`src/rtl/hp_slot_pkg.sv`:
```
package hp_slot_pkg;
  localparam int SW = 16;
  // status bit positions
  localparam int S_ABP = 0;
  localparam int S_PDC = 3;
  localparam int S_CC  = 4;
  localparam int S_PDS = 6;
  localparam int S_EIS = 7;
  // control bit positions
  localparam int C_HPIE = 5;
  localparam int C_AIL  = 6;
  localparam int C_PIL  = 8;
  localparam int C_PCC  = 10;
  localparam int C_EIC  = 11;
  localparam logic [1:0] IND_ON  = 2'b01;
  localparam logic [1:0] IND_OFF = 2'b11;
  localparam logic [SW-1:0] EV_MASK = 16'h0019;

  function automatic logic [SW-1:0] ctl_wmask(input bit pwr);
    return 16'h03F9 | (pwr ? 16'h0400 : 16'h0000);
  endfunction

  function automatic logic [SW-1:0] ctl_reset(input bit pwr, input logic pop);
    logic [SW-1:0] v;
    v = '0;
    v[C_AIL +: 2] = IND_OFF;
    if (pwr) begin
      v[C_PIL +: 2] = pop ? IND_ON : IND_OFF;
      v[C_PCC]      = ~pop;
    end
    return v;
  endfunction

  function automatic logic pending(input logic [SW-1:0] c, input logic [SW-1:0] s);
    return c[C_HPIE] && ((s & c & EV_MASK) != '0);
  endfunction
endpackage

```
`src/rtl/hp_slot_ctl_reg.sv`:
```
module hp_slot_ctl_reg
  import hp_slot_pkg::*;
#(
  parameter bit HAS_PWR = 1'b1
) (
  input  logic          clk,
  input  logic          rst_n,
  input  logic          populated_i,
  input  logic          wr_i,
  input  logic [SW-1:0] data_i,
  output logic [SW-1:0] ctl_q_o,
  output logic [SW-1:0] ctl_d_o,
  output logic          eic_hit_o,
  output logic          cmd_done_o,
  output logic          off_req_o
);
  logic [SW-1:0] ctl_q;
  logic [SW-1:0] ctl_d;

  always_comb begin
    ctl_d = ctl_q;
    if (wr_i) ctl_d = data_i & ctl_wmask(HAS_PWR);
  end

  always_ff @(posedge clk) begin
    if (!rst_n) ctl_q <= ctl_reset(HAS_PWR, populated_i);
    else        ctl_q <= ctl_d;
  end

  assign ctl_q_o    = ctl_q;
  assign ctl_d_o    = ctl_d;
  assign cmd_done_o = wr_i;
  assign eic_hit_o  = wr_i & data_i[C_EIC];
  assign off_req_o  = wr_i & data_i[C_PCC] & (data_i[C_PIL +: 2] == IND_OFF);
endmodule

```
`src/rtl/hp_slot_sts_reg.sv`:
```
module hp_slot_sts_reg
  import hp_slot_pkg::*;
(
  input  logic          clk,
  input  logic          rst_n,
  input  logic          populated_i,
  input  logic          clr_i,
  input  logic [SW-1:0] clr_data_i,
  input  logic          cmd_done_i,
  input  logic          eic_hit_i,
  input  logic          off_req_i,
  input  logic          ins_i,
  input  logic          boot_i,
  input  logic          rem_i,
  output logic [SW-1:0] sts_q_o,
  output logic [SW-1:0] sts_d_o,
  output logic          err_o
);
  logic [SW-1:0] sts_q, sts_d, set_v, clr_v;
  logic locked, ins_ok, boot_ok, rem_ok, detach, err_q;

  always_comb begin
    locked  = sts_q[S_EIS];
    ins_ok  = ins_i  & ~locked;
    boot_ok = boot_i & ~locked;
    rem_ok  = rem_i  & ~locked;
    detach  = off_req_i & sts_q[S_PDS];
    set_v        = '0;
    set_v[S_CC]  = cmd_done_i;
    set_v[S_PDC] = ins_ok | detach;
    set_v[S_ABP] = ins_ok | rem_ok;
    clr_v = clr_i ? (clr_data_i & EV_MASK) : '0;
    // clear first, then set: a raised event beats its own clear
    sts_d = (sts_q & ~clr_v) | set_v;
    sts_d[S_EIS] = sts_q[S_EIS] ^ eic_hit_i;
    if (ins_ok | boot_ok) sts_d[S_PDS] = 1'b1;
    else if (detach)      sts_d[S_PDS] = 1'b0;
  end

  always_ff @(posedge clk) begin
    if (!rst_n) begin
      sts_q <= {{(SW-S_PDS-1){1'b0}}, populated_i, {S_PDS{1'b0}}};
      err_q <= 1'b0;
    end else begin
      sts_q <= sts_d;
      err_q <= locked & (ins_i | boot_i | rem_i);
    end
  end

  assign sts_q_o = sts_q;
  assign sts_d_o = sts_d;
  assign err_o   = err_q;
endmodule

```
`src/rtl/hp_slot_notify.sv`:
```
module hp_slot_notify
  import hp_slot_pkg::*;
#(
  parameter int VEC_W = 5
) (
  input  logic             clk,
  input  logic             rst_n,
  input  logic [SW-1:0]    ctl_d_i,
  input  logic [SW-1:0]    sts_d_i,
  input  logic             msi_en_i,
  input  logic [VEC_W-1:0] msg_num_i,
  output logic             pend_q_o,
  output logic             irq_o,
  output logic             pulse_o,
  output logic [VEC_W-1:0] vec_o
);
  logic pend_d, pend_q, pulse_d, pulse_q;
  logic [VEC_W-1:0] vec_q;

  assign pend_d  = pending(ctl_d_i, sts_d_i);
  assign pulse_d = msi_en_i & pend_d & ~pend_q;

  always_ff @(posedge clk) begin
    if (!rst_n) begin
      pend_q  <= 1'b0;
      pulse_q <= 1'b0;
      vec_q   <= '0;
    end else begin
      pend_q  <= pend_d;
      pulse_q <= pulse_d;
      if (pulse_d) vec_q <= msg_num_i;
    end
  end

  assign pend_q_o = pend_q;
  assign irq_o    = pend_q & ~msi_en_i;
  assign pulse_o  = pulse_q;
  assign vec_o    = vec_q;
endmodule

```
`src/rtl/hp_slot_ctrl.sv`:
```
module hp_slot_ctrl
  import hp_slot_pkg::*;
#(
  parameter bit HAS_PWR = 1'b1,
  parameter int VEC_W   = 5
) (
  input  logic             clk,
  input  logic             rst_n,
  input  logic             populated_i,
  input  logic             wr_en_i,
  input  logic             wr_ctl_i,
  input  logic             wr_sts_i,
  input  logic [15:0]      wr_ctl_data_i,
  input  logic [15:0]      wr_sts_data_i,
  input  logic             ins_req_i,
  input  logic             boot_ins_i,
  input  logic             rem_req_i,
  input  logic             msi_en_i,
  input  logic [VEC_W-1:0] msg_num_i,
  output logic [15:0]      ctl_o,
  output logic [15:0]      sts_o,
  output logic             irq_o,
  output logic             msg_pulse_o,
  output logic [VEC_W-1:0] msg_vec_o,
  output logic             req_err_o
);
  logic          ctl_wr, sts_wr, eic_hit, cmd_done, off_req, pend_q;
  logic [SW-1:0] ctl_d, sts_d;

  assign ctl_wr = wr_en_i & wr_ctl_i;
  assign sts_wr = wr_en_i & wr_sts_i;

  hp_slot_ctl_reg #(.HAS_PWR(HAS_PWR)) u_ctl (
    .clk(clk), .rst_n(rst_n), .populated_i(populated_i),
    .wr_i(ctl_wr), .data_i(wr_ctl_data_i),
    .ctl_q_o(ctl_o), .ctl_d_o(ctl_d),
    .eic_hit_o(eic_hit), .cmd_done_o(cmd_done), .off_req_o(off_req)
  );

  hp_slot_sts_reg u_sts (
    .clk(clk), .rst_n(rst_n), .populated_i(populated_i),
    .clr_i(sts_wr), .clr_data_i(wr_sts_data_i),
    .cmd_done_i(cmd_done), .eic_hit_i(eic_hit), .off_req_i(off_req),
    .ins_i(ins_req_i), .boot_i(boot_ins_i), .rem_i(rem_req_i),
    .sts_q_o(sts_o), .sts_d_o(sts_d), .err_o(req_err_o)
  );

  hp_slot_notify #(.VEC_W(VEC_W)) u_ntf (
    .clk(clk), .rst_n(rst_n),
    .ctl_d_i(ctl_d), .sts_d_i(sts_d),
    .msi_en_i(msi_en_i), .msg_num_i(msg_num_i),
    .pend_q_o(pend_q), .irq_o(irq_o), .pulse_o(msg_pulse_o), .vec_o(msg_vec_o)
  );
endmodule

```
`config.mk`:
```
export PLATFORM = sky130hd
export DESIGN_NAME = hp_slot_ctrl
export DESIGN_NICKNAME = d
export VERILOG_FILES = /design/src/rtl/hp_slot_pkg.sv /design/src/rtl/hp_slot_ctl_reg.sv /design/src/rtl/hp_slot_sts_reg.sv /design/src/rtl/hp_slot_notify.sv /design/src/rtl/hp_slot_ctrl.sv
export SDC_FILE = /design/constraint.sdc
export NUM_CORES = 1
export LEC_CHECK = 0
export BUFFER_PORTS_ARGS = -buffer_cell sky130_fd_sc_hd__buf_2
export CAP_MARGIN = 20
export CORE_MARGIN = 5
export CORE_UTILIZATION = 31
export DETAILED_ROUTE_END_ITERATION = 10
export GPL_ROUTABILITY_DRIVEN = 0
export HOLD_SLACK_MARGIN = 0.08
export PLACE_DENSITY = 0.66
export SLEW_MARGIN = 20
export SYNTH_ARGS = -nofsm -noshare
export SYNTH_HDL_FRONTEND = slang
export SYNTH_SLANG_ARGS = --single-unit
export TNS_END_PERCENT = 5
```
`constraint.sdc`:
```
create_clock -name clk -period 1.3 [get_ports clk]
set_clock_uncertainty 0.15 [all_clocks]
set_input_delay 0.065 -clock clk [delete_from_list [all_inputs] [get_ports clk]]
set_output_delay 0.065 -clock clk [all_outputs]
set_load 0.02 [all_outputs]
```
Yosys cells after proc, flatten, opt, wreduce, memory -nomap -nowiden. Cells that the tools add are included.

Multipliers: 0. Reduce and logical (&&, ||, !) cells: 2. Magnitude comparators: 0. Divide/modulo/power cells: 0. Mux-type cells: 7. Equal/unequal tests: 1. Shifts and indexed selects: 0. Add/subtract/negate cells: 0. Bitwise gates (word level): 27.

Operators with widths (count): AND 16 bit (1); two-way mux 16 bit (1); NOT 16 bit (1); bitwise OR 16 x 5 -> 16 bit (1); nonzero test 16 bit (1); AND 1 bit (13); two-way mux 11 bit (1); two-way mux 7 bit (1); AND 5 bit (1); two-way mux 5 bit (1); bitwise OR 1 bit (5); NOT 1 bit (4); == test 2 bit (second input constant) (1); two-way mux 1 bit (2); two-way mux 2 bit (1); logical AND 1 bit (1); bitwise XOR 1 bit (1).

ROM bits: 0. Register bits after elaboration: 40. Latch bits: 0. Memories kept: 0. Output and inout port bits: 40. RAM bits: 0. Word-level logic and storage cells: 45.

Logic depth before layout (Yosys ltp).
Word-level depth: 11. Gate-level depth with buffers: 7.

Cells and area by module. From an unflattened synthesis, not the netlist that was laid out.

Cells, all modules: 137. Area total of the unflattened synthesis: 1395.1 um^2.

By module, submodules not included: hp_slot_ctl_reg (area an instance 669.4 um^2, cells each 56, times used 1); hp_slot_sts_reg (area an instance 427.9 um^2, cells each 49, times used 1); hp_slot_notify (area an instance 285.3 um^2, cells each 30, times used 1); hp_slot_ctrl (area an instance 12.5 um^2, cells each 2, times used 1).

Least setup slack after synthesis. Ideal clock, no wire load.

Path kind: reg2reg. Start point: reg u_ctl.ctl_q[5], in the netlist u_ctl.ctl_q_o[5]. End point: reg u_ntf.vec_q[1], in the netlist u_ntf.vec_o[1]. Stages on the path, launching flop included: 6. Path buffers: 1. Setup time: 95 ps. Slack: -266 ps. Data required time: 1055 ps. Clock period less this slack: 1566 ps. Data arrival time: 1321 ps. Cell sequence: dfxtp_1 a21bo_2 a21oi_2 buf_2 a41oi_1 o311ai_1.

Cells in the longest elaborated chain, start to end: 4.

RTL lines: start, declared (line hp_slot_ctl_reg.sv:17) `logic [SW-1:0] ctl_q;`; start signal, assigned (line hp_slot_ctl_reg.sv:26) `if (!rst_n) ctl_q <= ctl_reset(HAS_PWR, populated_i);`; start signal, assigned (line hp_slot_ctl_reg.sv:27) `else ctl_q <= ctl_d;`; two-way mux 16 bit (line hp_slot_ctl_reg.sv:22) `if (wr_i) ctl_d = data_i & ctl_wmask(HAS_PWR);`; logical AND 1 bit (line hp_slot_pkg.sv:35) `return c[C_HPIE] && ((s & c & EV_MASK) != '0);`; AND 1 bit (2 in a row) (line hp_slot_notify.sv:21) `assign pulse_d = msi_en_i & pend_d & ~pend_q;`; end signal, assigned (line hp_slot_notify.sv:31) `if (pulse_d) vec_q <= msg_num_i;`; end, declared (line hp_slot_notify.sv:18) `logic [VEC_W-1:0] vec_q;`.

Every way passes these cells. A chain may end at the register's enable or synchronous reset.

Worst setup path in the final report.
Start point: reg u_ctl.ctl_q[5], in the netlist u_ctl.ctl_q_o[5]. End point: reg u_ntf.vec_q[4], in the netlist u_ntf.vec_o[4].

Same word-level chain as after synthesis.

==> impl_results.html <==
<table>
<tr><th>Metric</th><th>Value</th></tr>
<tr><th colspan="2">GRT</th></tr>
<tr><td>Global-route wire length before repair</td><td>approximately 5200 um</td></tr>
<tr><td>Via count of the first global-routing pass</td><td>1,107</td></tr>
<tr><td>Initial antenna violation count</td><td>0</td></tr>
<tr><td>Maximum number of pins on one net before global-route repair</td><td>29</td></tr>
<tr><td>Total grt overflow</td><td>0</td></tr>
<tr><td>Global routing usage summed across all routing layers</td><td>between 10% and 20%</td></tr>
<tr><th colspan="2">Timing</th></tr>
<tr><td>Endpoints failing hold</td><td>2</td></tr>
<tr><td>Achievable Freq</td><td>roughly 690 MHz</td></tr>
<tr><td>Worst-case hold slack</td><td>-0.0801 ns</td></tr>
<tr><td>Final number of max-transition violations</td><td>0</td></tr>
<tr><td>Setup WS post-layout</td><td>-0.159 ns</td></tr>
<tr><td>Number of setup violations in the final report</td><td>5</td></tr>
<tr><td>Final cycle utilization of the critical path</td><td>112%</td></tr>
<tr><td>RSZ-0062 raised after global routing</td><td>true</td></tr>
<tr><td>Accumulated negative setup slack</td><td>-0.623 ns</td></tr>
<tr><td>Final worst path period need</td><td>about 1.5 ns</td></tr>
<tr><th colspan="2">Place</th></tr>
<tr><td>Number of instances in the placed design</td><td>between 200 and 250</td></tr>
<tr><td>Port Buffer Count</td><td>51</td></tr>
<tr><td>Post-detailed-placement half-perimeter wirelength</td><td>~2400 um</td></tr>
<tr><th colspan="2">Clock tree</th></tr>
<tr><td>Clock latency reported for the late side of the worst-skew pair</td><td>0.26 ns</td></tr>
<tr><td>Total clock buffers created by CTS</td><td>3</td></tr>
<tr><td>H-tree level count</td><td>1</td></tr>
<tr><td>Clock tree from TritonCTS</td><td>built</td></tr>
<tr><td>Clk sinks</td><td>24</td></tr>
<tr><td>Clock Pin Slew Worst Setup and Hold Paths</td><td>~0.080 ns</td></tr>
<tr><td>Hold bufs inserted after CTS</td><td>16</td></tr>
<tr><td>Max Root-Sink Buffers</td><td>2</td></tr>
<tr><td>Root buffer selected by CTS</td><td>clkbuf_8</td></tr>
<tr><th colspan="2">Setup path</th></tr>
<tr><td>CP Max Fanout</td><td>6</td></tr>
<tr><td>Delay of the slowest cell on the worst path</td><td>between 0.3 and 0.4 ns</td></tr>
<tr><td>Buffers plus inverters on the worst setup path</td><td>1</td></tr>
<tr><td>Critical path capture point type</td><td>flip-flop</td></tr>
<tr><td>Slowest stage cell on the critical path</td><td>dfxtp_4</td></tr>
<tr><td>Type of the worst setup path</td><td>flip-flop to flip-flop</td></tr>
<tr><td>Crit-path leading delay family</td><td>compound AO/OA/AOI/OAI gates</td></tr>
<tr><td>Crit path arrival time</td><td>roughly 1.5 ns</td></tr>
<tr><td>Chain of cells forming the critical path</td><td>a21bo_4, a21oi_4, buf_4, nand4_1, o311ai_1</td></tr>
<tr><td>Required time of the critical path</td><td>1.32 ns</td></tr>
<tr><td>Startpoint type of the worst setup path</td><td>flip-flop</td></tr>
<tr><th colspan="2">Logic synthesis</th></tr>
<tr><td>Number of enable-type register cells in the synthesized netlist</td><td>3</td></tr>
<tr><td>Async SR Flop Fraction</td><td>0%</td></tr>
<tr><td>Yosys warning total</td><td>0</td></tr>
<tr><td>Area share of fa/ha/maj cells after synthesis</td><td>0%</td></tr>
<tr><td>Register bit count reported by yosys</td><td>24</td></tr>
<tr><td>Share of the yosys chip area belonging to registers</td><td>between 40% and 50%</td></tr>
<tr><td>Average cell area after synthesis</td><td>9.33 um^2</td></tr>
<tr><td>Cell count after synthesis</td><td>between 100 and 150</td></tr>
<tr><td>Xor and xnor area share after synthesis</td><td>less than 1%</td></tr>
<tr><td>Portion of netlist area occupied by mux cells</td><td>~2.5%</td></tr>
<tr><td>Number of distinct library cells after synthesis</td><td>35</td></tr>
<tr><td>Simple-gate share of the synthesized area</td><td>a little over a fifth</td></tr>
<tr><td>Most used DFF post-synth</td><td>dfxtp_1</td></tr>
<tr><td>Synth Area in Compound Gates</td><td>around 18%</td></tr>
<tr><td>Combinational family with the most area after synthesis</td><td>simple AND/OR/NAND/NOR gates</td></tr>
<tr><td>Post-synthesis instance area</td><td>0.00119 mm^2</td></tr>
<tr><th colspan="2">Routing</th></tr>
<tr><td>Routed wire length</td><td>between 3000 and 4000 um</td></tr>
<tr><td>Via density per instance</td><td>4.63</td></tr>
<tr><td>Wirelength per Cell</td><td>about 13 um</td></tr>
<tr><td>DRT Pass-1 Iters</td><td>4</td></tr>
<tr><td>Via count of the routed design</td><td>between 1,000 and 1,500</td></tr>
<tr><td>Antenna-violating nets left</td><td>0</td></tr>
<tr><td>Iteration-0 DRC Markers</td><td>73</td></tr>
<tr><td>Post-route DRC violation count</td><td>0</td></tr>
<tr><th colspan="2">Floorplan</th></tr>
<tr><td>Row count</td><td>22</td></tr>
<tr><td>Initial Utilization</td><td>32.4%</td></tr>
<tr><td>Area of the core</td><td>0.00369 mm^2</td></tr>
<tr><td>Die Outline Area</td><td>0.00519 mm^2</td></tr>
<tr><td>Die height</td><td>around 70 um</td></tr>
<tr><td>Die boundary width</td><td>72.1 um</td></tr>
<tr><td>Number of top-level design ports</td><td>87</td></tr>
<tr><th colspan="2">Outcome</th></tr>
<tr><td>Violated checks</td><td>hold timing, setup timing</td></tr>
<tr><td>Run status</td><td>finished, violations left</td></tr>
<tr><th colspan="2">Finish</th></tr>
<tr><td>Layout overhead on the synthesized area</td><td>57.7%</td></tr>
<tr><td>Proportion of layout cells with a drive suffix above 1</td><td>around half</td></tr>
<tr><td>Post-route core utilization</td><td>51.0%</td></tr>
<tr><td>Number of standard cells in the final layout excluding fillers</td><td>256</td></tr>
<tr><td>Total inserted antenna cells</td><td>0</td></tr>
<tr><td>Final #Nets</td><td>roughly 260</td></tr>
<tr><th colspan="2">Power</th></tr>
<tr><td>Sequential group share of total power</td><td>roughly 46%</td></tr>
<tr><td>Cell-internal power</td><td>~0.0013 W</td></tr>
<tr><td>Part of the total power dissipated in the clock network</td><td>28.2%</td></tr>
<tr><td>Power per Cell Area</td><td>about 950 mW/mm^2</td></tr>
<tr><td>Net switching fraction of the power</td><td>around 30%</td></tr>
<tr><td>Reported net switching power</td><td>roughly 0.00052 W</td></tr>
<tr><td>Power after layout</td><td>about 0.0018 W</td></tr>
<tr><td>Combinational fraction of design power</td><td>a little over a quarter</td></tr>
<tr><td>Static leakage power</td><td>between 0.8 and 0.9 nW</td></tr>
<tr><td>Maximum ir drop on the vdd rail</td><td>roughly 0.4 mV</td></tr>
<tr><th colspan="2">Job</th></tr>
<tr><td>Number of violations of the max-capacitance limit</td><td>0</td></tr>
<tr><th colspan="2">Min path</th></tr>
<tr><td>Worst min-delay path category</td><td>primary input to flip-flop</td></tr>
</table>
## metal layers
metal  part of all wire (%)  up-vias  GRT usage [%]
met4                    1.1        0           3.76
met2                     45       54           20.5
met3                     10        6           4.02
met5                      0        -              0
met1                     43      538           16.2
li1                       -      587              -
## final timing paths
path / start / endpoint / slack, ns / cells past startpoint
setup / recovery: u_ctl.ctl_q_o[5]$_SDFF_PN0_ / u_ntf.vec_o[4]$_SDFFE_PN0P_ / -0.16 / 5
hold / removal: rem_req_i / u_sts.err_o$_SDFF_PN0_ / -0.08 / 2
setup reg to reg: u_ctl.ctl_q_o[5]$_SDFF_PN0_ / u_ntf.vec_o[4]$_SDFFE_PN0P_ / -0.16 / 5
hold reg to reg: flip-flop / flip-flop / 0.33 / 2
## per-stage QoR
step           worst slack, ns  cell area [um^2]
6_report                -0.159              1880
3_5_place_dp            -0.313              1570
5_1_grt                 -0.204              1880
3_3_place_gp            -0.261              1570
4_1_cts                 -0.136              1850
2_1_floorplan          -0.0627              1310
## final cells by class
type	count	area, um^2
fill	341	1810
multi-input combinational	96	679
timing repair buffer	84	568
sequential	24	519
tap	48	60.1
clock buffer	4	55.1
## cell usage after synthesis (all sizes together), types with 3 or more instances
master | number | area share [%]
mux2i | 3 | 2.5
and2b | 3 | 2.0
a41oi | 5 | 3.7
nand2 | 14 | 4.6
a21oi | 5 | 3.0
edfxtp | 3 | 7.5
nor2 | 9 | 2.8
o311ai | 5 | 3.7
dfxtp | 21 | 35
nand4 | 6 | 3.1
buf | 21 | 14
nor2b | 4 | 2.1
nand3 | 7 | 2.9
clkbuf | 3 | 0.94
and3 | 3 | 1.8
## sequential cells by signal, summed over array words and instances, names as in the netlist, named ones only
| name | flops |
|---|---|
| u_ntf.pulse_o | 1 |
| u_sts.sts_q_o | 5 |
| u_ctl.ctl_q_o | 9 |
| u_sts.err_o | 1 |
| u_ntf.pend_q_o | 1 |
| u_ntf.vec_o | 5 |
## placed cells by master, fill, tap and decap left out, types with 3 or more instances in the layout
| master | n |
|---|---|
| buf_2 | 51 |
| dfxtp_1 | 18 |
| conb_1 | 16 |
| dlygate4sd3_1 | 16 |
| buf_4 | 15 |
| nand2_1 | 13 |
| nor2_1 | 8 |
| nand4_1 | 6 |
| nand3_1 | 6 |
| o311ai_1 | 5 |
| nor2b_1 | 4 |
| a41oi_2 | 4 |
| clkbuf_8 | 4 |
| mux2i_2 | 3 |
| a21oi_4 | 3 |
| edfxtp_1 | 3 |
## kinds of logic (layout without fill, tap and decap cells)
group           Yosys count  in the layout
xor+xnor                  1              1
simple gates             49             49
other cells               1             16
compound gates           26             27
mux                       3              3
buf+inv                  24             88
flops                    24             24
## power by group through the flow
stage | sequential [W] | combinational [W] | clock [W]
CTS | 0.000817 | 0.000454 | 0.000511
floorplan | 0.000889 | 0.000221 | 0
global route | 0.000825 | 0.000501 | 0.000556
global placement | 0.000831 | 0.000388 | 0
finish | 0.000817 | 0.000467 | 0.000505
detailed placement | 0.000832 | 0.000388 | 0
## repair_timing
action                                  in CTS  in global routing
setup buffers                                1                  0
gates resized for setup                      5                  7
endpoints found under the setup margin       7                  7
cloned                                       1                  0
endpoints found under the hold margin       17                  5
pin swaps                                    2                  5
No activity file was read; power rests on OpenSTA's default activity.
